<file path="config.mk">
export PLATFORM = sky130hd
export DESIGN_NAME = mode_bank_ctl
export DESIGN_NICKNAME = d
export VERILOG_FILES = /design/src/rtl/mb_pkg.sv /design/src/rtl/mb_key_tracker.sv /design/src/rtl/mb_bank_reg.sv /design/src/rtl/mb_status_view.sv /design/src/rtl/mode_bank_ctl.sv
export SDC_FILE = /design/constraint.sdc
export NUM_CORES = 1
export LEC_CHECK = 0
export BUFFER_PORTS_ARGS = -buffer_cell sky130_fd_sc_hd__buf_4
export CORE_MARGIN = 3
export CORE_UTILIZATION = 38
export CTS_CLUSTER_SIZE = 10
export DETAILED_ROUTE_END_ITERATION = 10
export MAX_ROUTING_LAYER = met4
export PLACE_DENSITY = 0.72
export SLEW_MARGIN = 0
export SYNTH_ARGS = -nofsm -noshare
export SYNTH_HDL_FRONTEND = slang
export SYNTH_SLANG_ARGS = --single-unit
export TNS_END_PERCENT = 50
</file>
<file path="constraint.sdc">
create_clock -name clk -period 1.7 [get_ports clk]
set_input_delay 0.34 -clock clk [delete_from_list [all_inputs] [get_ports clk]]
set_output_delay 0.34 -clock clk [all_outputs]
set_load 0.01 [all_outputs]
</file>
<file path="src/rtl/mb_pkg.sv">
// Shared constants and helpers for the keyed mode / bank controller.
// Assumes a fixed four-byte unlock key and a two-bit bank field.
package mb_pkg;
    localparam int KEY_LEN   = 4;
    localparam int KEY_IDX_W = $clog2(KEY_LEN);
    localparam int BANK_W    = 2;
    localparam int POL_W     = 4;

    typedef logic [KEY_IDX_W-1:0] key_idx_t;
    typedef logic [BANK_W-1:0]    bank_t;

    // Key byte expected at a given position of the unlock sequence.
    function automatic logic [7:0] key_at(key_idx_t idx);
        case (idx)
            2'd0:    key_at = 8'h07;
            2'd1:    key_at = 8'h0D;
            2'd2:    key_at = 8'h06;
            default: key_at = 8'h12;
        endcase
    endfunction

    // Map the raw bank field; the reserved code falls back to bank 0.
    function automatic bank_t decode_bank(logic [BANK_W-1:0] raw);
        decode_bank = (raw == 2'b11) ? bank_t'(0) : bank_t'(raw);
    endfunction
endpackage

</file>
<file path="src/rtl/mb_key_tracker.sv">
// Tracks progress through the unlock key and holds the mode flag.
// Assumes one bus access per cycle; any access to a port other than the
// control port discards progress; once unlocked, stays until a reset.
module mb_key_tracker
    import mb_pkg::*;
#(
    parameter int ADDR_W    = 3,
    parameter int CTRL_PORT = 7
) (
    input  logic              clk,
    input  logic              rst_n,
    input  logic              clr,
    input  logic [ADDR_W-1:0] addr,
    input  logic              rd,
    input  logic              wr,
    input  logic [7:0]        wdata,
    output logic              enh_q,
    output logic              unlock
);
    localparam logic [ADDR_W-1:0] CTRL_A = ADDR_W'(CTRL_PORT);
    localparam key_idx_t LAST_IDX = key_idx_t'(KEY_LEN - 1);

    key_idx_t step_q, step_n;

    // Next key position and the one-cycle unlock strobe.
    always_comb begin
        step_n = step_q;
        unlock = 1'b0;
        if (!enh_q && (wr || rd)) begin
            if (addr != CTRL_A) begin
                step_n = '0;
            end else if (wr) begin
                if (wdata == key_at(step_q)) begin
                    if (step_q == LAST_IDX) begin
                        unlock = 1'b1;
                        step_n = '0;
                    end else begin
                        step_n = step_q + 1'b1;
                    end
                end else if (wdata == key_at('0)) begin
                    step_n = key_idx_t'(1);
                end else begin
                    step_n = '0;
                end
            end
        end
    end

    // Key position register, cleared by either reset.
    always_ff @(posedge clk) begin
        if (!rst_n || clr) step_q <= '0;
        else               step_q <= step_n;
    end

    // Mode flag: set by a completed key, cleared only by reset.
    always_ff @(posedge clk) begin
        if (!rst_n || clr) enh_q <= 1'b0;
        else if (unlock)   enh_q <= 1'b1;
    end
endmodule

</file>
<file path="src/rtl/mb_bank_reg.sv">
// Bank select and write-only polarity storage of the control port.
// Assumes load is asserted only for enhanced-mode writes to that port.
module mb_bank_reg
    import mb_pkg::*;
(
    input  logic             clk,
    input  logic             rst_n,
    input  logic             clr,
    input  logic             load,
    input  logic             unlock,
    input  logic [BANK_W-1:0] sel_raw,
    input  logic [POL_W-1:0]  pol_in,
    output bank_t            bank_q,
    output logic [POL_W-1:0] pol_q
);
    // Bank register: zero on reset and on entry, decoded on a load.
    always_ff @(posedge clk) begin
        if (!rst_n || clr) bank_q <= '0;
        else if (unlock)   bank_q <= '0;
        else if (load)     bank_q <= decode_bank(sel_raw);
    end

    // Polarity register: rewritten by every control-port load.
    always_ff @(posedge clk) begin
        if (!rst_n || clr) pol_q <= '0;
        else if (load)     pol_q <= pol_in;
    end
endmodule

</file>
<file path="src/rtl/mb_status_view.sv">
// Read view of the control port: bank status only, polarity hidden.
// Assumes the read data is sampled by the bus during a read strobe.
module mb_status_view
    import mb_pkg::*;
(
    input  logic       enh,
    input  bank_t      bank,
    output logic [7:0] rdata
);
    // Place the bank in the top bits; standard mode reads as zero.
    always_comb begin
        rdata = '0;
        if (enh) rdata[7:8-BANK_W] = bank;
    end
endmodule

</file>
<file path="src/rtl/mode_bank_ctl.sv">
// Top of the keyed mode / bank controller.
// Assumes a single-cycle bus access per strobe and synchronous resets.
module mode_bank_ctl
    import mb_pkg::*;
#(
    parameter int ADDR_W    = 3,
    parameter int CTRL_PORT = 7
) (
    input  logic              clk,
    input  logic              rst_n,
    input  logic              soft_clr,
    input  logic [ADDR_W-1:0] bus_addr,
    input  logic              bus_rd,
    input  logic              bus_wr,
    input  logic [7:0]        bus_wdata,
    output logic              enh_mode,
    output logic [1:0]        bank_sel,
    output logic [3:0]        pol_bits,
    output logic [7:0]        cfg_rdata
);
    localparam logic [ADDR_W-1:0] CTRL_A = ADDR_W'(CTRL_PORT);

    logic  unlock;
    logic  bank_load;
    bank_t bank_q;

    // Enhanced-mode write to the control port loads bank and polarity.
    always_comb bank_load = enh_mode && bus_wr && (bus_addr == CTRL_A);

    mb_key_tracker #(.ADDR_W(ADDR_W), .CTRL_PORT(CTRL_PORT)) u_key (
        .clk(clk), .rst_n(rst_n), .clr(soft_clr),
        .addr(bus_addr), .rd(bus_rd), .wr(bus_wr), .wdata(bus_wdata),
        .enh_q(enh_mode), .unlock(unlock)
    );

    mb_bank_reg u_bank (
        .clk(clk), .rst_n(rst_n), .clr(soft_clr),
        .load(bank_load), .unlock(unlock),
        .sel_raw(bus_wdata[7:8-BANK_W]), .pol_in(bus_wdata[POL_W-1:0]),
        .bank_q(bank_q), .pol_q(pol_bits)
    );

    mb_status_view u_view (
        .enh(enh_mode), .bank(bank_q), .rdata(cfg_rdata)
    );

    assign bank_sel = bank_q;
endmodule

</file>
# --- After elaboration in Yosys (flattened, before gate mapping) ---
# Index checks and enable logic that the tools add are counted.
totals:
  regBits: 9
  elab_cells: 40
op_classes:
  n_addsub: 1
  n_eq_ne: 8
  n_mux: 16
  reduce_logical: 11
op_table:
  columns: ["cell", "n"]
  rows:
  - ["$mux W8", 3]
  - ["$pmux W5 S3", 1]
  - ["$mux W2", 6]
  - ["$eq A8 B3 Y1 const B", 1]
  - ["$eq A8 B8 Y1", 1]
  - ["$eq A2 B2 Y1 const B", 3]
  - ["$mux W1", 6]
  - ["$eq A3 B3 Y1 const B", 1]
  - ["$logic_and A1 B1 Y1", 3]
  - ["$ne A3 B3 Y1 const B", 1]
  - ["$add A2 B1 Y2 const B", 1]
  - ["$eq A2 B1 Y1 const B", 1]
  - ["$logic_not A1 Y1", 2]
  - ["$logic_not A2 Y1", 1]
  - ["$logic_or A1 B1 Y1", 2]
  - ["$reduce_and A2 Y1", 1]
  - ["$reduce_bool A2 Y1", 1]
  - ["$reduce_or A2 Y1", 1]

# --- Logic depth before layout (Yosys ltp) ---
# Gate-level depths: netlist (run 1).
logic_depth:
  word_depth: 11
  mapped_depth: 6
  ltp_nobuf: 6

# --- By module ---
# From an unflattened synthesis (run 1), not the netlist that was laid out.
hier_totals:
  hier_cells: 75
  hier_area_um2: 644.4
modules_own_cells:
  columns: ["module", "instances", "cells_each", "area_per_inst_um2", "seq_area_each_um2"]
  rows:
  - ["mb_key_tracker", 1, 41, 335.3, 60.1]
  - ["mb_bank_reg", 1, 22, 235.2, 120.1]
  - ["mb_status_view", 1, 9, 61.3, 0.0]
  - ["mode_bank_ctl", 1, 3, 12.5, 0.0]

# --- Least setup slack after synthesis (run 1) ---
# Ideal clock, no wire load.
synth_path:
  path_kind: "register to register"
  startpoint: "reg u_key.step_q[0]"
  endpoint: "reg u_key.enh_q"
  setup_time_ns: 0.057
  arrival_ns: 1.627
  slack_ns: 0.016
  stages_incl_launch_ff: 6
  n_path_buf: 0
  synth_period_minus_slack_ns: 1.684
  path_cell_list: "dfxtp_1 > ha_1 > or3b_1 > a211oi_1 > and4_1 > o21ba_2"
synth_between:
  elab_chain_cells: 10
synth_rtl:
  columns: ["element", "line_no", "rtl"]
  rows:
  - ["from (decl)", "mb_key_tracker.sv:23", "key_idx_t step_q, step_n;"]
  - ["from (signal assigned)", "mb_key_tracker.sv:52", "else step_q <= step_n;"]
  - ["$eq A2 B2 Y1 (tied with other cells)", "mb_pkg.sv:14", "case (idx)"]
  - ["$pmux W5 S3", "mb_pkg.sv:14", null]
  - ["$mux W8", "mb_key_tracker.sv:32", "end else if (wr) begin"]
  - ["$mux W8", "mb_key_tracker.sv:30", "if (addr != CTRL_A) begin"]
  - ["$mux W8", "mb_key_tracker.sv:29", "if (!enh_q && (wr || rd)) begin"]
  - ["$eq A8 B8 Y1", "mb_key_tracker.sv:33", "if (wdata == key_at(step_q)) begin"]
  - ["$mux W1 *", "mb_key_tracker.sv:33", null]
  - ["$mux W1 *", "mb_key_tracker.sv:32", null]
  - ["$mux W1 *", "mb_key_tracker.sv:30", null]
  - ["$mux W1 *", "mb_key_tracker.sv:29", null]
  - ["to (signal assigned)", "mb_key_tracker.sv:57", "if (!rst_n || clr) enh_q <= 1'b0;"]
  - ["to (signal assigned)", "mb_key_tracker.sv:58", "else if (unlock) enh_q <= 1'b1;"]
  - ["to (decl)", "mb_key_tracker.sv:17", "output logic enh_q,"]
# Every way passes the cells marked *; elsewhere a longest branch is shown, timed or not. The select of a mux whose other input is x is not followed.
# A chain may end at the register's enable or synchronous reset.

# --- Final worst setup path (run 1) ---
layout_path:
  startpoint: "reg u_key.step_q[1]"
  endpoint: "reg u_key.step_q[1]"
layout_between:
  elab_chain_cells: 9
layout_rtl:
  columns: ["element", "line_no"]
  rows:
  - ["$eq A2 B2 Y1 (tied with other cells)", "mb_pkg.sv:14"]
  - ["$pmux W5 S3", "mb_pkg.sv:14"]
  - ["$mux W8", "mb_key_tracker.sv:32"]
  - ["$mux W8", "mb_key_tracker.sv:30"]
  - ["$mux W8", "mb_key_tracker.sv:29"]
  - ["$eq A8 B8 Y1", "mb_key_tracker.sv:33"]
  - ["$mux W2 *", "mb_key_tracker.sv:33"]
  - ["$mux W2 *", "mb_key_tracker.sv:32"]
  - ["$mux W2 *", "mb_key_tracker.sv:30"]
# Marks and branches as above.

==> results of run 1 <==
==> synth_stat cells (2+ instances only) <==
| cell type | count | share of area [%] |
|---|---|---|
| a211oi_1 | 3 | 3.9 |
| a21oi_1 | 2 | 1.7 |
| and2_1 | 2 | 2.2 |
| buf_4 | 6 | 7.8 |
| dfxtp_1 | 9 | 31 |
| ha_1 | 4 | 8.6 |
| inv_1 | 2 | 1.3 |
| mux2i_1 | 4 | 6.9 |
| nand2_1 | 2 | 1.3 |
| nand4_1 | 2 | 2.2 |
| nand4b_1 | 2 | 3.0 |
| nor2_1 | 7 | 4.5 |
| o21ai_0 | 2 | 1.7 |
| or3_1 | 2 | 2.2 |
| or3b_1 | 3 | 4.5 |
| xnor2_1 | 2 | 3.0 |
==> sequential cells by signal, summed over array words and instances (netlist names) <==
| signal | count |
|---|---|
| u_bank.pol_q | 4 |
| u_key.enh_q | 1 |
| u_key.step_q | 2 |
| u_bank.bank_q | 2 |
==> power groups by stage <==
stage          combinational (mW)  clock, mW  sequential (mW)
6_report                   0.0588      0.175            0.209
5_1_grt                    0.0647      0.188            0.209
4_1_cts                    0.0549      0.186            0.211
3_5_place_dp               0.0542          0            0.216
3_3_place_gp               0.0541          0            0.216
2_1_floorplan              0.0301          0            0.216
==> cells by family after synthesis <==
| logic type | Yosys count | synth area share [%] |
|---|---|---|
| buffers and inverters | 10 | 10.6 |
| adders and majority gates | 4 | 8.62 |
| and+or+nand+nor | 25 | 25.6 |
| other | 1 | 0.646 |
| AOI/OAI and AO/OA | 10 | 12.1 |
| DFF | 9 | 31.0 |
| muxes | 4 | 6.90 |
| xor gates and xnor gates | 3 | 4.53 |
==> worst max path at each step <==
stage / to / from / depth (start not counted)
final: u_key.step_q[1] / u_key.step_q[1] / 6
after global routing: u_key.step_q[1] / u_key.step_q[1] / 6
after CTS: u_key.step_q[1] / u_key.step_q[0] / 6
after detailed placement: u_key.step_q[0] / bus_wdata[7] / 5
after global placement: u_bank.bank_q[0] / u_key.step_q[0] / 5
after floorplan: u_key.enh_q / u_key.step_q[0] / 5
==> layout make-up <==
cell class / instances / area share (%)
sequential: 9 / 21.1
clock buffer: 4 / 2.99
multi-input combinational: 52 / 46.4
tap: 15 / 2.14
inverter: 2 / 0.855
timing repair buffer: 31 / 26.5
==> routing by layer <==
metal / GRT usage [%] / part of all wire (%) / up-vias
met5: - / 0 / -
met4: 8.77 / 3.9 / 0
met3: 5.98 / 7.5 / 7
met2: 20.9 / 49 / 18
met1: 16.3 / 40 / 254
li1: - / - / 281
==> worst reg2reg max path, cell delays in order, from the launching register on <==
cell      delay, ns
dfxtp_4        0.36
ha_4           0.15
or3b_4         0.38
a211oi_4       0.27
buf_4          0.15
nand4b_1       0.09
a21oi_1        0.14
==> through the flow <==
stage,power (mW),hold WS [ns],instances,util [%]
floorplan,0.246,0.484,71,-
global placement,0.270,0.461,109,58.3
detailed placement,0.270,0.477,109,58.3
CTS,0.451,0.321,113,60.6
global route,0.461,0.358,113,64.3
finish,0.443,0.332,113,64.3
==> timing repair <==
| item | 4_1_cts | 5_1_grt |
|---|---|---|
| setup buffers | 0 | 0 |
| pin swaps | 0 | 5 |
| resized for setup | 1 | 12 |
| hold buffers | 0 | 0 |
| endpoints found under the setup margin | 5 | 5 |
| cloned | 0 | 0 |
==> summary.txt, run 1 <==
Run status
  • Status: finished clean

Layout
  • Nets: 119
  • Most common cell after layout, fill and taps aside: buf_4
  • Area of the multi-input gates: 408 µm²
  • Layout cell share with drive strength beyond 1: 44.9%
  • Fill count: 122
  • Post-route cell area: 878 µm²
  • Antenna fix cells: 0
  • Layout area overhead: 51.3%
  • Most frequent cells in the layout: 31 x buf_4, 7 x nor2_1, 7 x dfxtp_1
  • Sequential Area: 185 µm²

Placed design
  • Worst slack, placed: -0.0450 ns
  • Port Buffers: 24
  • Area after DPL: 797 µm²
  • GPL Wtd Cong: 0.764
  • Post-detail-place hpwl: 1050 µm

Timing
  • Tmin final: 1.62 ns
  • RSZ-0062 raised after global routing: yes
  • Final worst path period share: 95.3%
  • Final Hold Vio Count: 0
  • FMAX: 0.618 GHz
  • Crit path setup slack, layout: 0.0807 ns
  • Final setup violation count: 0
  • Worst Skew: 0.00696 ns
  • Setup TNS: 0 ns
  • Slew Limit Fails: 0

Floorplan
  • Die Ht: 45.1 µm
  • Die area: 0.00203 mm²
  • Cell Rows: 13
  • Initial core utilization: 42.5%
  • DIE WIDTH: 45.1 µm
  • CORE AREA: 0.00137 mm²
  • I/O pin count: 31

Global routing
  • Vias in the first global route: 463
  • Total gr overflow: 0
  • First-pass GRT wire length: 1990 µm
  • Initial antenna violation count: 0
  • Pin count of the biggest net entering global routing: 10
  • GRT Resource Usage Total: 14.4%

Drt
  • Final wirelength: 1380 µm
  • Via density per instance: 4.96
  • Drt wl/cell: 12.2 µm
  • DRT antenna net count: 0
  • DRT iter0 DRCs: 4
  • DRC: 0
  • Vias: 560
  • DRT Pass-1 Iters: 4

Logic synthesis
  • Ys Warns: 0
  • Post-synth top flop: dfxtp_1
  • Yosys cell types: 28
  • FFs w/ async S/R, synth: 0%
  • Syn Area/Cell: 8.80 µm²
  • Area of the mapped netlist: 581 µm²
  • Synthesized flop and latch total: 9
  • Post-synthesis cell count: 66
  • Number of enable flip-flop cells after synthesis: 0
  • Register area share after synthesis: 31.0%

Power and ir drop
  • Switching Share: 25.0%
  • Combinational power share: 13.3%
  • Sequential power share: 47.2%
  • VDD IR max: 0.000347 V
  • Int Pwr: 332 µW
  • Leak pwr: 0.395 nW
  • Switch Pwr: 111 µW
  • Clk pwr share: 39.5%
  • PD cells: 504 mW/mm²

Clock tree
  • Htree depth: 1
  • CTS tree: done
  • # clock sinks: 9
  • Clk root buf: clkbuf_4
  • TritonCTS Buffers: 3
  • Reg clk slew, reported paths: 0.07 ns
  • Worst-Skew Late Latency: 0.27 ns
  • CTS max path bufs: 2

Setup path
  • Crit path arrival time: 1.82 ns
  • Reg2reg start: u_key.step_q[1]
  • Critical path type: reg -> reg
  • CP Cell Sequence: ha_4, or3b_4, a211oi_4, buf_4, nand4b_1, a21oi_1
  • Critical Path RT: 1.90 ns
  • CP startpoint kind: register
  • CP Capture Type: register
  • CP bufs+invs: 1
  • Max incr delay on CP: 0.38 ns
  • Crit path max fanout: 3
  • CP delay by family, top: simple AND/OR/NAND/NOR gates
  • Path depth of the worst reg2reg path: 6
  • Worst path slowest cell: or3b_4
  • R2R setup slack: 0.08 ns
  • FF-to-FF End: u_key.step_q[1]

Job
  • Max-cap violations: 0

Hold path
  • Min-delay worst type: in -> reg
  • Hold EP: u_bank.pol_q[2]
  • Hold depth: 3
  • Hold Startpoint: bus_wdata[2]
No activity file was read; power rests on OpenSTA's default activity.
==> run 2: changes to the inputs <==
--- a/config.mk
+++ b/config.mk
@@ -7,11 +7,11 @@
 export LEC_CHECK = 0
 export BUFFER_PORTS_ARGS = -buffer_cell sky130_fd_sc_hd__buf_4
-export CORE_MARGIN = 3
-export CORE_UTILIZATION = 38
+export CORE_AREA = 3 3 40 42
 export CTS_CLUSTER_SIZE = 10
 export DETAILED_ROUTE_END_ITERATION = 10
+export DIE_AREA = 0 0 43 45
 export MAX_ROUTING_LAYER = met4
-export PLACE_DENSITY = 0.72
-export SLEW_MARGIN = 0
+export PLACE_DENSITY = 0.78
+export SLEW_MARGIN = 15
 export SYNTH_ARGS = -nofsm -noshare
 export SYNTH_HDL_FRONTEND = slang
==> constraint.sdc (replaced) <==
create_clock -name clk -period 1.95 [get_ports clk]
set_input_delay 0.195 -clock clk [delete_from_list [all_inputs] [get_ports clk]]
set_output_delay 0.195 -clock clk [all_outputs]
set_load 0.01 [all_outputs]
==> run 2 against run 1 <==
Against the previous run:
- sequential share of layout area increased by 1.9 points
- first-iteration DRC count up 50%
- via count shrank 2.7%
- combinational power is 19% lower
- design area shrank 11%
- maximum frequency decreased by 8.4%
- count of clock-buffer cells in the layout did not move
- power down 13%
- critical path depth shrank 1
- critical path type unchanged
- largest power group unchanged
==> summary.txt, run 2 (same netlist as run 1, synthesis figures left out) <==
Layout
  • Most frequent cells in the layout: 25 x buf_4, 9 x dfxtp_1, 7 x nor2_1
  • Fill count: 127 (+4.1%)
  • Area of the multi-input gates: 363 µm² (-11%)
  • Layout area overhead: 34.9%
  • Number of flip-flops under the largest register name: 4 (unchanged)
  • Largest regs: u_bank.pol_q x4, u_bank.bank_q x2, u_key.step_q x2
  • Sequential Area: 180 µm² (-2.7%)
  • Antenna fix cells: 0 (unchanged)
  • Most common cell after layout, fill and taps aside: buf_4
  • Layout Utilization: 61.0% (-3.3 points)
  • Largest register by flop count: u_bank.pol_q
  • Layout cell share with drive strength beyond 1: 32.6% (-12 points)
  • Nets: 113 (-5.0%)

Hold path
  • Hold depth: 3 (unchanged)
  • Hold Startpoint: bus_wdata[3]
  • Min-delay worst type: in -> reg
  • Hold EP: u_bank.pol_q[3]

Global routing
  • GRT Resource Usage Total: 15.7% (+1.3 points)
  • Total gr overflow: 0 (unchanged)
  • Initial antenna violation count: 0 (unchanged)
  • Vias in the first global route: 504 (+8.9%)
  • First-pass GRT wire length: 2150 µm (+8.3%)
  • Pin count of the biggest net entering global routing: 10 (unchanged)

Clock tree
  • Worst-Skew Late Latency: 0.27 ns (about the same)
  • CTS max path bufs: 2 (unchanged)
  • # clock sinks: 9 (unchanged)
  • Htree depth: 1 (unchanged)
  • Hold_buf cts: 0 (unchanged)
  • Clk root buf: clkbuf_4
  • Reg clk slew, reported paths: 0.07 ns (about the same)
  • TritonCTS Buffers: 3 (unchanged)
  • CTS tree: done

Drt
  • DRT iter0 DRCs: 6 (+2)
  • DRT Pass-1 Iters: 4 (unchanged)
  • DRC: 0 (unchanged)
  • Drt wl/cell: 12.2 µm (+0.32%)
  • DRT antenna net count: 0 (unchanged)
  • Final wirelength: 1310 µm (-5.0%)
  • Vias: 545 (-2.7%)
  • Via density per instance: 5.09 (+2.8%)

Floorplan
  • Cell Rows: 13 (unchanged)
  • Die area: 0.00194 mm² (-4.8%)
  • DIE WIDTH: 43 µm (-4.6%)
  • Die Ht: 45 µm (-0.19%)
  • Initial core utilization: 45.2% (+2.7 points)
  • CORE AREA: 0.00128 mm² (-6.0%)
  • I/O pin count: 31 (unchanged)

Setup path
  • Reg2reg start: u_key.step_q[0]
  • FF-to-FF End: u_bank.bank_q[0]
  • Crit path max fanout: 6 (+3)
  • Critical path type: reg -> reg
  • Critical Path RT: 2.09 ns (+0.19 ns)
  • Path depth of the worst reg2reg path: 5 (-1)
  • Crit path arrival time: 1.91 ns (+0.09 ns)
  • CP Capture Type: register
  • CP startpoint kind: register
  • R2R setup slack: 0.18 ns (+0.10 ns)

Placed design
  • Post-detail-place hpwl: 1070 µm (+1.9%)
  • Port Buffers: 24 (unchanged)
  • GPL Wtd Cong: 0.803 (+5.1%)
  • Worst slack, placed: 0.0981 ns (+0.143 ns)

Timing
  • Setup TNS: 0 ns (unchanged)
  • FMAX: 0.566 GHz (-8.4%)
  • Slew Limit Fails: 0 (unchanged)
  • Worst Skew: 0.00367 ns (-0.00328 ns)
  • Crit path setup slack, layout: 0.182 ns (+0.101 ns)
  • RSZ-0062 raised after global routing: no
  • Final Hold Vio Count: 0 (unchanged)
  • Final setup violation count: 0 (unchanged)
  • Tmin final: 1.77 ns (+0.149 ns)
  • Final worst path period share: 90.7% (-4.6 points)

Power and ir drop
  • Switch Pwr: 97.8 µW (-12%)
  • Leak pwr: 0.362 nW (-8.5%)
  • Combinational power share: 12.3% (-1.0 points)
  • VDD IR max: 0.000320 V (-7.8%)
  • Int Pwr: 289 µW (-13%)
  • Sequential power share: 47.5% (+0.3 points)
  • Clk pwr share: 40.2% (+0.7 points)
  • PD cells: 493 mW/mm² (-2.2%)
  • Switching Share: 25.3% (+0.29 points)

Run status
  • Status: finished clean

Job
  • Max-cap violations: 0 (unchanged)
[run 2: worst max-delay path, stage by stage (launching register included)]
cell and delay, ns:
dfxtp_1 0.37, ha_1 0.23, or3b_1 0.39, a211oi_2 0.29, and4_1 0.29, a211oi_1 0.06
[run 2: power by group through the flow]
stage	Combinational [mW]	Clock, mW	Sequential [mW]
finish	0.0474	0.155	0.184
detailed placement	0.0465	0	0.188
CTS	0.0466	0.156	0.184
floorplan	0.0262	0	0.188
global placement	0.0455	0	0.188
global route	0.0526	0.165	0.184
[run 2: layout make-up]
class	instances	area share (%)
clock buffers	4	3.35
flip-flops and latches	9	23.0
multi-input cells	52	46.3
repair buffers	25	24.0
inverters	2	0.958
well taps	15	2.40
[run 2: how the worst max path moves through the flow]
stage,end,slack (ns),start
3_5_place_dp,u_bank.bank_q[0],0.1,u_key.step_q[0]
6_report,u_bank.bank_q[0],0.18,u_key.step_q[0]
4_1_cts,u_bank.bank_q[0],0.09,u_key.step_q[0]
2_1_floorplan,u_key.enh_q,0.27,u_key.step_q[0]
3_3_place_gp,u_bank.bank_q[0],0.19,u_key.step_q[0]
5_1_grt,u_bank.bank_q[0],0.08,u_key.step_q[0]
[run 2: metal layers]
layer	global-route usage (%)	up-vias	wire length (µm)
li1	-	271	-
met1	16.5	242	472
met2	28.1	27	681
met3	3.59	5	133
met4	7.23	0	23
met5	-	-	0
[run 2: metrics by stage]
stage	hold WS [ns]	total power, mW	instances	area (µm²)
final	0.183	0.386	107	783
after CTS	0.185	0.386	107	778
after global routing	0.224	0.401	107	783
after floorplan	0.339	0.214	71	599
after global placement	0.452	0.233	103	752
after detailed placement	0.461	0.234	103	752
[run 2: what timing repair did]
item                       CTS  global route
gates resized for setup      0             1
setup endpoints to repair    0             3
setup buffers                0             0
